===== src/rtl/prefetch_track_buf.sv =====
module prefetch_track_buf #(
  parameter int ENTRIES  = 16,
  parameter int ADDR_W   = 32,
  parameter int LINE_OFF = 6,
  localparam int IDX_W   = $clog2(ENTRIES),
  localparam int TAG_W   = ADDR_W - LINE_OFF
) (
  input  logic              clk,
  input  logic              rst_n,
  input  logic              pf_valid,
  input  logic              pf_hit,
  input  logic [ADDR_W-1:0] pf_addr,
  output logic              pf_alloc,
  output logic [IDX_W-1:0]  pf_alloc_idx,
  output logic              pf_drop_dup,
  output logic              pf_drop_full,
  input  logic              ld_valid,
  input  logic [ADDR_W-1:0] ld_addr,
  output logic              ld_merge,
  output logic [IDX_W-1:0]  ld_merge_idx,
  output logic              iss_valid,
  output logic [ADDR_W-1:0] iss_addr,
  output logic [IDX_W-1:0]  iss_idx,
  input  logic              iss_ready,
  input  logic              done_valid,
  input  logic [IDX_W-1:0]  done_idx,
  output logic              full
);

  logic [ENTRIES-1:0] vld, sent, live, done_vec, pf_match, ld_match;
  logic [TAG_W-1:0]   tag [ENTRIES];
  logic [IDX_W-1:0]   age [ENTRIES];
  logic [IDX_W-1:0]   free_idx, best_age, done_age;
  logic [IDX_W:0]     live_cnt;
  logic               done_live, pf_miss;
  logic [TAG_W-1:0]   pf_tag, ld_tag;

  assign pf_tag    = pf_addr[ADDR_W-1:LINE_OFF];
  assign ld_tag    = ld_addr[ADDR_W-1:LINE_OFF];
  assign done_live = done_valid && vld[done_idx];
  assign done_age  = age[done_idx];
  assign live      = vld & ~done_vec;
  assign full      = &vld;
  assign pf_miss   = pf_valid && !pf_hit;

  genvar g;
  generate
    for (g = 0; g < ENTRIES; g++) begin : g_cmp
      assign done_vec[g] = done_live && (done_idx == IDX_W'(g));
      assign pf_match[g] = live[g] && (tag[g] == pf_tag);
      assign ld_match[g] = live[g] && (tag[g] == ld_tag);
    end
  endgenerate

  assign pf_drop_dup  = pf_miss && |pf_match;
  assign pf_alloc     = pf_miss && !(|pf_match) && !(&live);
  assign pf_drop_full = pf_miss && !(|pf_match) && (&live);
  assign pf_alloc_idx = free_idx;
  assign ld_merge     = ld_valid && |ld_match;
  assign iss_addr     = {tag[iss_idx], {LINE_OFF{1'b0}}};

  always_comb begin
    free_idx     = '0;
    ld_merge_idx = '0;
    live_cnt     = '0;
    for (int i = ENTRIES - 1; i >= 0; i--) begin
      if (!live[i]) free_idx = IDX_W'(i);
      if (ld_match[i]) ld_merge_idx = IDX_W'(i);
    end
    for (int i = 0; i < ENTRIES; i++)
      live_cnt = live_cnt + {{IDX_W{1'b0}}, live[i]};
  end

  always_comb begin
    iss_valid = 1'b0;
    iss_idx   = '0;
    best_age  = '0;
    for (int i = 0; i < ENTRIES; i++) begin
      if (live[i] && !sent[i] && (!iss_valid || age[i] < best_age)) begin
        iss_valid = 1'b1;
        iss_idx   = IDX_W'(i);
        best_age  = age[i];
      end
    end
  end

  always_ff @(posedge clk) begin
    if (!rst_n) begin
      vld  <= '0;
      sent <= '0;
      for (int i = 0; i < ENTRIES; i++) begin
        tag[i] <= '0;
        age[i] <= '0;
      end
    end else begin
      for (int i = 0; i < ENTRIES; i++) begin
        if (done_vec[i])
          vld[i] <= 1'b0;
        else if (done_live && vld[i] && age[i] > done_age)
          age[i] <= age[i] - 1'b1;
        if (iss_valid && iss_ready && iss_idx == IDX_W'(i))
          sent[i] <= 1'b1;
        if (pf_alloc && free_idx == IDX_W'(i)) begin
          vld[i]  <= 1'b1;
          sent[i] <= 1'b0;
          tag[i]  <= pf_tag;
          age[i]  <= live_cnt[IDX_W-1:0];
        end
      end
    end
  end

endmodule



===== config.mk =====
export PLATFORM = sky130hd
export DESIGN_NAME = prefetch_track_buf
export DESIGN_NICKNAME = d
export VERILOG_FILES = /design/src/rtl/prefetch_track_buf.sv
export SDC_FILE = /design/constraint.sdc
export NUM_CORES = 2
export LEC_CHECK = 0
export ABC_AREA = 1
export BUFFER_PORTS_ARGS = -buffer_cell sky130_fd_sc_hd__buf_2
export CAP_MARGIN = 0
export CELL_PAD_IN_SITES_DETAIL_PLACEMENT = 1
export CELL_PAD_IN_SITES_GLOBAL_PLACEMENT = 1
export CORE_ASPECT_RATIO = 1.25
export CORE_UTILIZATION = 48
export CTS_CLUSTER_SIZE = 20
export DETAILED_ROUTE_END_ITERATION = 10
export PLACE_DENSITY_LB_ADDON = 0.05
export SLEW_MARGIN = 20
export SYNTH_ARGS = -nofsm -noshare
export SYNTH_HDL_FRONTEND = slang
export SYNTH_SLANG_ARGS = --single-unit

===== constraint.sdc =====
create_clock -name clk -period 24.4 [get_ports clk]
set_input_delay 3.66 -clock clk [delete_from_list [all_inputs] [get_ports clk]]
set_output_delay 3.66 -clock clk [all_outputs]
set_load 0.03 [all_outputs]

## After elaboration in Yosys (flattened, before gate mapping)

Memory sizes are Yosys's and may differ from the RTL's.
Index checks and enable logic that the tools add are counted.

| storage, ports and cells | value |
|---|---|
| register bits | 32 |
| latch bits | 0 |
| memory bits (writable) | 480 |
| memory bits (read-only) | 0 |
| word-level logic and storage cells | 737 |
| memories kept | 2 |

| operators by class | value |
|---|---|
| add/subtract/negate cells | 31 |
| multiply operators | 0 |
| divide/modulo/power cells | 0 |
| magnitude comparators | 32 |
| equal/unequal tests | 77 |
| shift-type cells | 0 |
| multiplexer cells | 273 |
| bitwise logic cells | 51 |
| reductions and logical operators | 239 |

Memory list:

| memory | depth | bits a word | rd ports | clocked after Yosys merged registers in | write ports | RTL line | RTL |
|---|---|---|---|---|---|---|---|
| tag | 16 | 26 | 17 | 0 | 16 | 31 | `logic [TAG_W-1:0] tag [ENTRIES];` |
| age | 16 | 4 | 17 | 0 | 16 | 32 | `logic [IDX_W-1:0] age [ENTRIES];` |

Operators with widths:

| operator | count |
|---|---|
| $eq A26 B26 Y1 | 32 |
| $mux W26 | 16 |
| $mux W4 | 93 |
| $mux W1 | 163 |
| $logic_and A1 B1 Y1 | 151 |
| $eq A4 B4 Y1 const B | 24 |
| $gt A4 B4 Y1 | 16 |
| $sub A4 B1 Y4 const B | 16 |
| $lt A4 B4 Y1 | 15 |
| $add A4 B1 Y4 | 12 |
| $eq A4 B3 Y1 const B | 12 |
| $or A1 B1 Y1 | 48 |
| $logic_not A1 Y1 | 34 |
| $reduce_and A16 Y1 | 2 |
| $reduce_bool A2 Y1 | 16 |
| $reduce_or A16 Y1 | 2 |
| $reduce_or A2 Y1 | 16 |
| $eq A4 B2 Y1 const B | 6 |
| $and A16 B16 Y16 | 1 |
| $not A16 Y16 | 1 |
| $logic_or A1 B1 Y1 | 15 |
| $eq A4 B1 Y1 const B | 3 |
| $logic_not A4 Y1 | 3 |
| $lt A4 B5 Y1 const B | 1 |
| other kinds (5) | 5 |

## Longest topological paths before layout

| logic depth | value |
|---|---|
| depth after elaboration | 70 |
| mapped depth | 156 |
| depth with buffers taken out | 154 |

## Worst setup path after synthesis

OpenSTA, ideal clock, no wires.

| path | value |
|---|---|
| kind | input port to output port |
| start | in done_idx[0] |
| end | out iss_addr[21] |
| data arrival time | 18.424 ns |
| path slack | 2.316 ns |
| cell stages on the path | 136 |
| path buffers | 3 |
| cells stage by stage | buf_2 > nand2_1 > nand2_1 > nand2_1 > nand2_1 > nand2_1 > nand2_1 > inv_1 > nand2_1 > nand3_1 > nand2_1 > nor2_2 > nand2_1 > ha_1 > inv_1 > o21bai_1 > nand2_1 > nand2_1 > (+100 left out) > nand2_4 > nand2_1 > o21ai_0 > ha_1 > nand2_1 > inv_1 > nand2_1 > nand2_1 > nand2_1 > nand2_1 > buf_6 > nand2_2 > nor2_2 > inv_2 > buf_4 > nor2_1 > nor2_1 > nand2_1 |

| between the ends | value |
|---|---|
| word-level cells in the longest chain between the ends | 69 |

RTL lines:

| item | RTL line | RTL |
|---|---|---|
| from (decl) | 26 | `input logic [IDX_W-1:0] done_idx,` |
| $bmux W1 S4 | 40 | `assign done_live = done_valid && vld[done_idx];` |
| $mux W1 (implied by the code) | 40 |  |
| $logic_and A1 B1 Y1 | 40 |  |
| $logic_and A1 B1 Y1 | 49 | `assign done_vec[g] = done_live && (done_idx == IDX_W'(g));` |
| $not A16 Y16 * | 42 | `assign live = vld & ~done_vec;` |
| $and A16 B16 Y16 * | 42 |  |
| $logic_and A1 B1 Y1 | 79 | `if (live[i] && !sent[i] && (!iss_valid \|\| age[i] < best_age)) begin` |
| $mux W4 / $mux W1 (equally long branches) | 79 |  |
| (+54 left out) | -- |  |
| $logic_and A1 B1 Y1 | 79 |  |
| $mux W4 / $mux W1 (equally long branches) | 79 |  |
| $lt A4 B4 Y1 / $logic_not A1 Y1 (equally long branches) | 79 |  |
| $logic_or A1 B1 Y1 | 79 |  |
| $logic_and A1 B1 Y1 | 79 |  |
| $mux W4 * | 79 |  |
| named net iss_idx[2] | 23 | `output logic [IDX_W-1:0] iss_idx,` |
| $mem_v2 Z16 W26 * | -- |  |
| to (decl) | 22 | `output logic [ADDR_W-1:0] iss_addr,` |

Mark *: on every way through the listed nets, which the timed path passes. The rest lies on a longest branch. The select of a mux whose other input is x is not followed.

## Worst setup path in the final report

| path | value |
|---|---|
| start | in done_idx[0] |
| end | out iss_addr[12] |

| between the ends | value |
|---|---|
| word-level cells in the longest chain between the ends | 69 |

RTL lines:

| item | RTL line |
|---|---|
| $bmux W1 S4 | 40 |
| $mux W1 (implied by the code) | 40 |
| $logic_and A1 B1 Y1 | 40 |
| $logic_and A1 B1 Y1 | 49 |
| $not A16 Y16 * | 42 |
| $and A16 B16 Y16 * | 42 |
| $logic_and A1 B1 Y1 | 79 |
| $mux W4 / $mux W1 (equally long branches) | 79 |
| (+53 left out) | -- |
| $logic_or A1 B1 Y1 | 79 |
| $logic_and A1 B1 Y1 | 79 |
| $mux W4 / $mux W1 (equally long branches) | 79 |
| $lt A4 B4 Y1 / $logic_not A1 Y1 (equally long branches) | 79 |
| $logic_or A1 B1 Y1 | 79 |
| $logic_and A1 B1 Y1 | 79 |
| $mux W4 * | 79 |
| $mem_v2 Z16 W26 * | -- |

Every way passes the cells marked *; elsewhere a longest branch is shown, timed or not. The select of a mux whose other input is x is not followed.

==> summary.txt <==
#FFs+latches synth -> 512
Int Pwr -> 0.00169 W
Clk slew on worst S/H paths -> 0.06 ns
Avg Inst Size Synth -> 7.79 µm²
Pin count of the biggest net entering global routing -> 74
Most frequent cells in the layout -> nand2_1 (1141), nor2_1 (647), edfxtp_1 (480)
Layout cells sized above 1 -> 0.133
Area of the multi-input gates -> 22000 µm²
Most used DFF post-synth -> edfxtp_1
Status -> complete, but fails checks
# fillers -> 9881
# IOs -> 125
Async set or reset register ratio after synthesis -> 0
Yosys cell types -> 68
Critical path required time -> 20.74 ns
FF-to-FF path depth -> 153
Sequential share of power -> 0.428
CP top delay family -> simple AND/OR/NAND/NOR gates
Drt total wl -> 237000 µm
Hold slack -> 0.470 ns
Placed instance count -> 6110
Clock Power Share -> 0.359
Worst Hold Class -> flip-flop to flip-flop
Die ar. -> 83500 µm²
Die W -> 259 µm
Worst Setup SP -> done_idx[0]
Vias in the first global route -> 43000
Setup_tns -> 0 ns
Hold_buf cts -> 0
Max Slew Vio Count -> 0
Crit Path Class -> primary input to output pin
Post-DRT Antenna Nets -> 0
Via density -> 7.07
Placed cell areas -> 41300 µm²
Arrival time worst endpoint -> 20.10 ns
Clk sink count -> 512
Design Area, Final -> 44700 µm²
DIE HEIGHT -> 323 µm
DRT iter0 DRCs -> 6788
Port bufs -> 106
Initial Util -> 0.485
Final Hold Fails -> 0
TritonCTS clock tree -> done
Final setup fails -> 0
R2R Path End -> sent[14]
Crit. End Element -> output pin
Average wire per standard cell -> 37.7 µm
Drc violations -> 1
Gate power share -> 0.213
Psw -> 0.000886 W
Mapped Area -> 39500 µm²
Period Utilization, post-route -> 0.974
R2R setup slack -> 7.55 ns
Pwr/cell area -> 57.6 nW/µm²
CP Max Fanout -> 10
Number of enable flip-flop cells after synthesis -> 480
DRT Pass-1 Iters -> 11
Final Non-Filler Cells -> 6283
Slew @ Worst Pin -> 1.28 ns
Clk buf depth -> 3
Leak Pwr -> 19.0 nW
All-Layer GR Usage -> 0.542
CP max-delay cell -> ha_1
Relative slew slack -> 0.141
Layout net count -> 5352
FF-to-FF Start -> vld[15]
Htree depth -> 2
Global-route wire length before repair -> 315000 µm
Later-pin clock latency in the skew report -> 0.69 ns
Clock skew -> 0.0433 ns
Pre-CTS setup slack -> -0.513 ns
Post-synth top area cell -> edfxtp_1
FP Rows -> 117
Total core area -> 81500 µm²
Violated checks -> design-rule violations
Global placer's final weighted congestion -> 1.07
Number of max-cap violations -> 0
DP Wirelength -> 160000 µm
Final worst slack -> 0.642 ns
Achievable frequency -> 42.1 MHz
CP max stage delay -> 0.33 ns
Sequential area share after synthesis -> 0.381
Largest cells by area after synthesis -> edfxtp_1 (36%), nand2_1 (11%), nand4_1 (6.6%), nor2_1 (6.5%), xnor2_1 (5.6%)
CTS Root Cell -> clkbuf_16
Leading cell type in the layout, fill and taps excluded -> nand2_1
Synth warn -> 0
Sw Ratio -> 0.344
Crit path to -> iss_addr[12]
Peak supply drop -> 0.0576 mV
Initial antenna violation count -> 22
Clock period minus worst slack -> 23.76 ns
Crit path launch type -> primary input
Synthesized instance count -> 5072
Register area -> 15100 µm²
Grt ovf -> 0
CP bufs+invs -> 30
Worst path depth -> 158
Via count -> 44400
Inserted Clock Buffers -> 56
Crit-path most repeated cell -> nand2_1
Layout area overhead -> 13.2%
Yosys top cell area share -> 0.365
==> per-stage QoR <==
stage,util,total power (W)
finish,0.549,0.00258
global route,0.548,0.00260
CTS,0.530,0.00250
detailed placement,0.506,0.00160
global placement,0.506,0.00158
floorplan,-,0.00137
==> cells by family after synthesis <==
family,Yosys count,share of synthesized area
other,1,0.0000949
buffers and inverters,735,0.0838
and+or+nand+nor,2785,0.317
adders and majority gates,125,0.0415
AOI/OAI and AO/OA,460,0.0761
DFF,512,0.381
xor gates and xnor gates,454,0.101
==> registers in the layout, indices dropped and copies added, names as in the netlist <==
name and count:
tag 416, age 64, sent 16, vld 16
==> timing repair <==
action | 4_1_cts | 5_1_grt
buffers inserted | 0 | 33
cloned | 0 | 15
pin swaps | 0 | 57
endpoints found under the setup margin | 26 | 30
resized for setup | 18 | 208
==> worst min-delay path by stage <==
stage,slack (ns),cells after the start,end,startpoint
3_5_place_dp,0.46,2,sent[13],sent[13]
2_1_floorplan,0.44,2,sent[10],sent[10]
5_1_grt,0.51,2,sent[12],sent[12]
6_report,0.47,2,sent[13],sent[13]
4_1_cts,0.47,2,sent[15],sent[15]
3_3_place_gp,0.45,2,sent[13],sent[13]
==> synthesized netlist by cell type (97+ instances only) <==
| cell | n |
|---|---|
| nand2_1 | 1183 |
| nor2_1 | 685 |
| edfxtp_1 | 480 |
| nand4_1 | 420 |
| inv_1 | 406 |
| xnor2_1 | 251 |
| nand3_1 | 223 |
| xor2_1 | 203 |
| o22ai_1 | 144 |
| clkbuf_1 | 128 |
| ha_1 | 115 |
| nor4_1 | 107 |
| o21ai_0 | 97 |
==> per-layer routing <==
layer,global-route usage,part of all wire,vias up
met5,0,0.00041,-
met4,0.578,0.13,14
met3,0.194,0.13,1565
met2,0.815,0.42,3895
met1,0.566,0.31,21400
li1,-,-,17600
==> power by group through the flow <==
stage | Clock [W] | Combinational, W | Sequential, W
floorplan | 0 | 0.000302 | 0.00107
global placement | 0 | 0.000472 | 0.00111
detailed placement | 0 | 0.000490 | 0.00111
CTS | 0.000909 | 0.000494 | 0.00109
global route | 0.000937 | 0.000568 | 0.00110
finish | 0.000925 | 0.000549 | 0.00110
==> worst register-to-register path: cells and delay by family (launching register included) <==
kind,cells,cell delay [ns]
and+or+nand+nor,88,8.03
adders and majority gates,14,4.09
AOI/OAI and AO/OA,23,2.20
buffers and inverters,28,2.12
DFF,1,0.38
==> final cells by class <==
| class | count | area share |
|---|---|---|
| Antenna cell | 12 | 0.000671 |
| Clock buffer | 68 | 0.0335 |
| Clock inverter | 38 | 0.00903 |
| Inverter | 442 | 0.0375 |
| Multi-Input combinational cell | 3831 | 0.491 |
| Sequential cell | 512 | 0.336 |
| Tap cell | 1071 | 0.0299 |
| Timing Repair Buffer | 309 | 0.0620 |
Power figures use the tool's default switching activity.
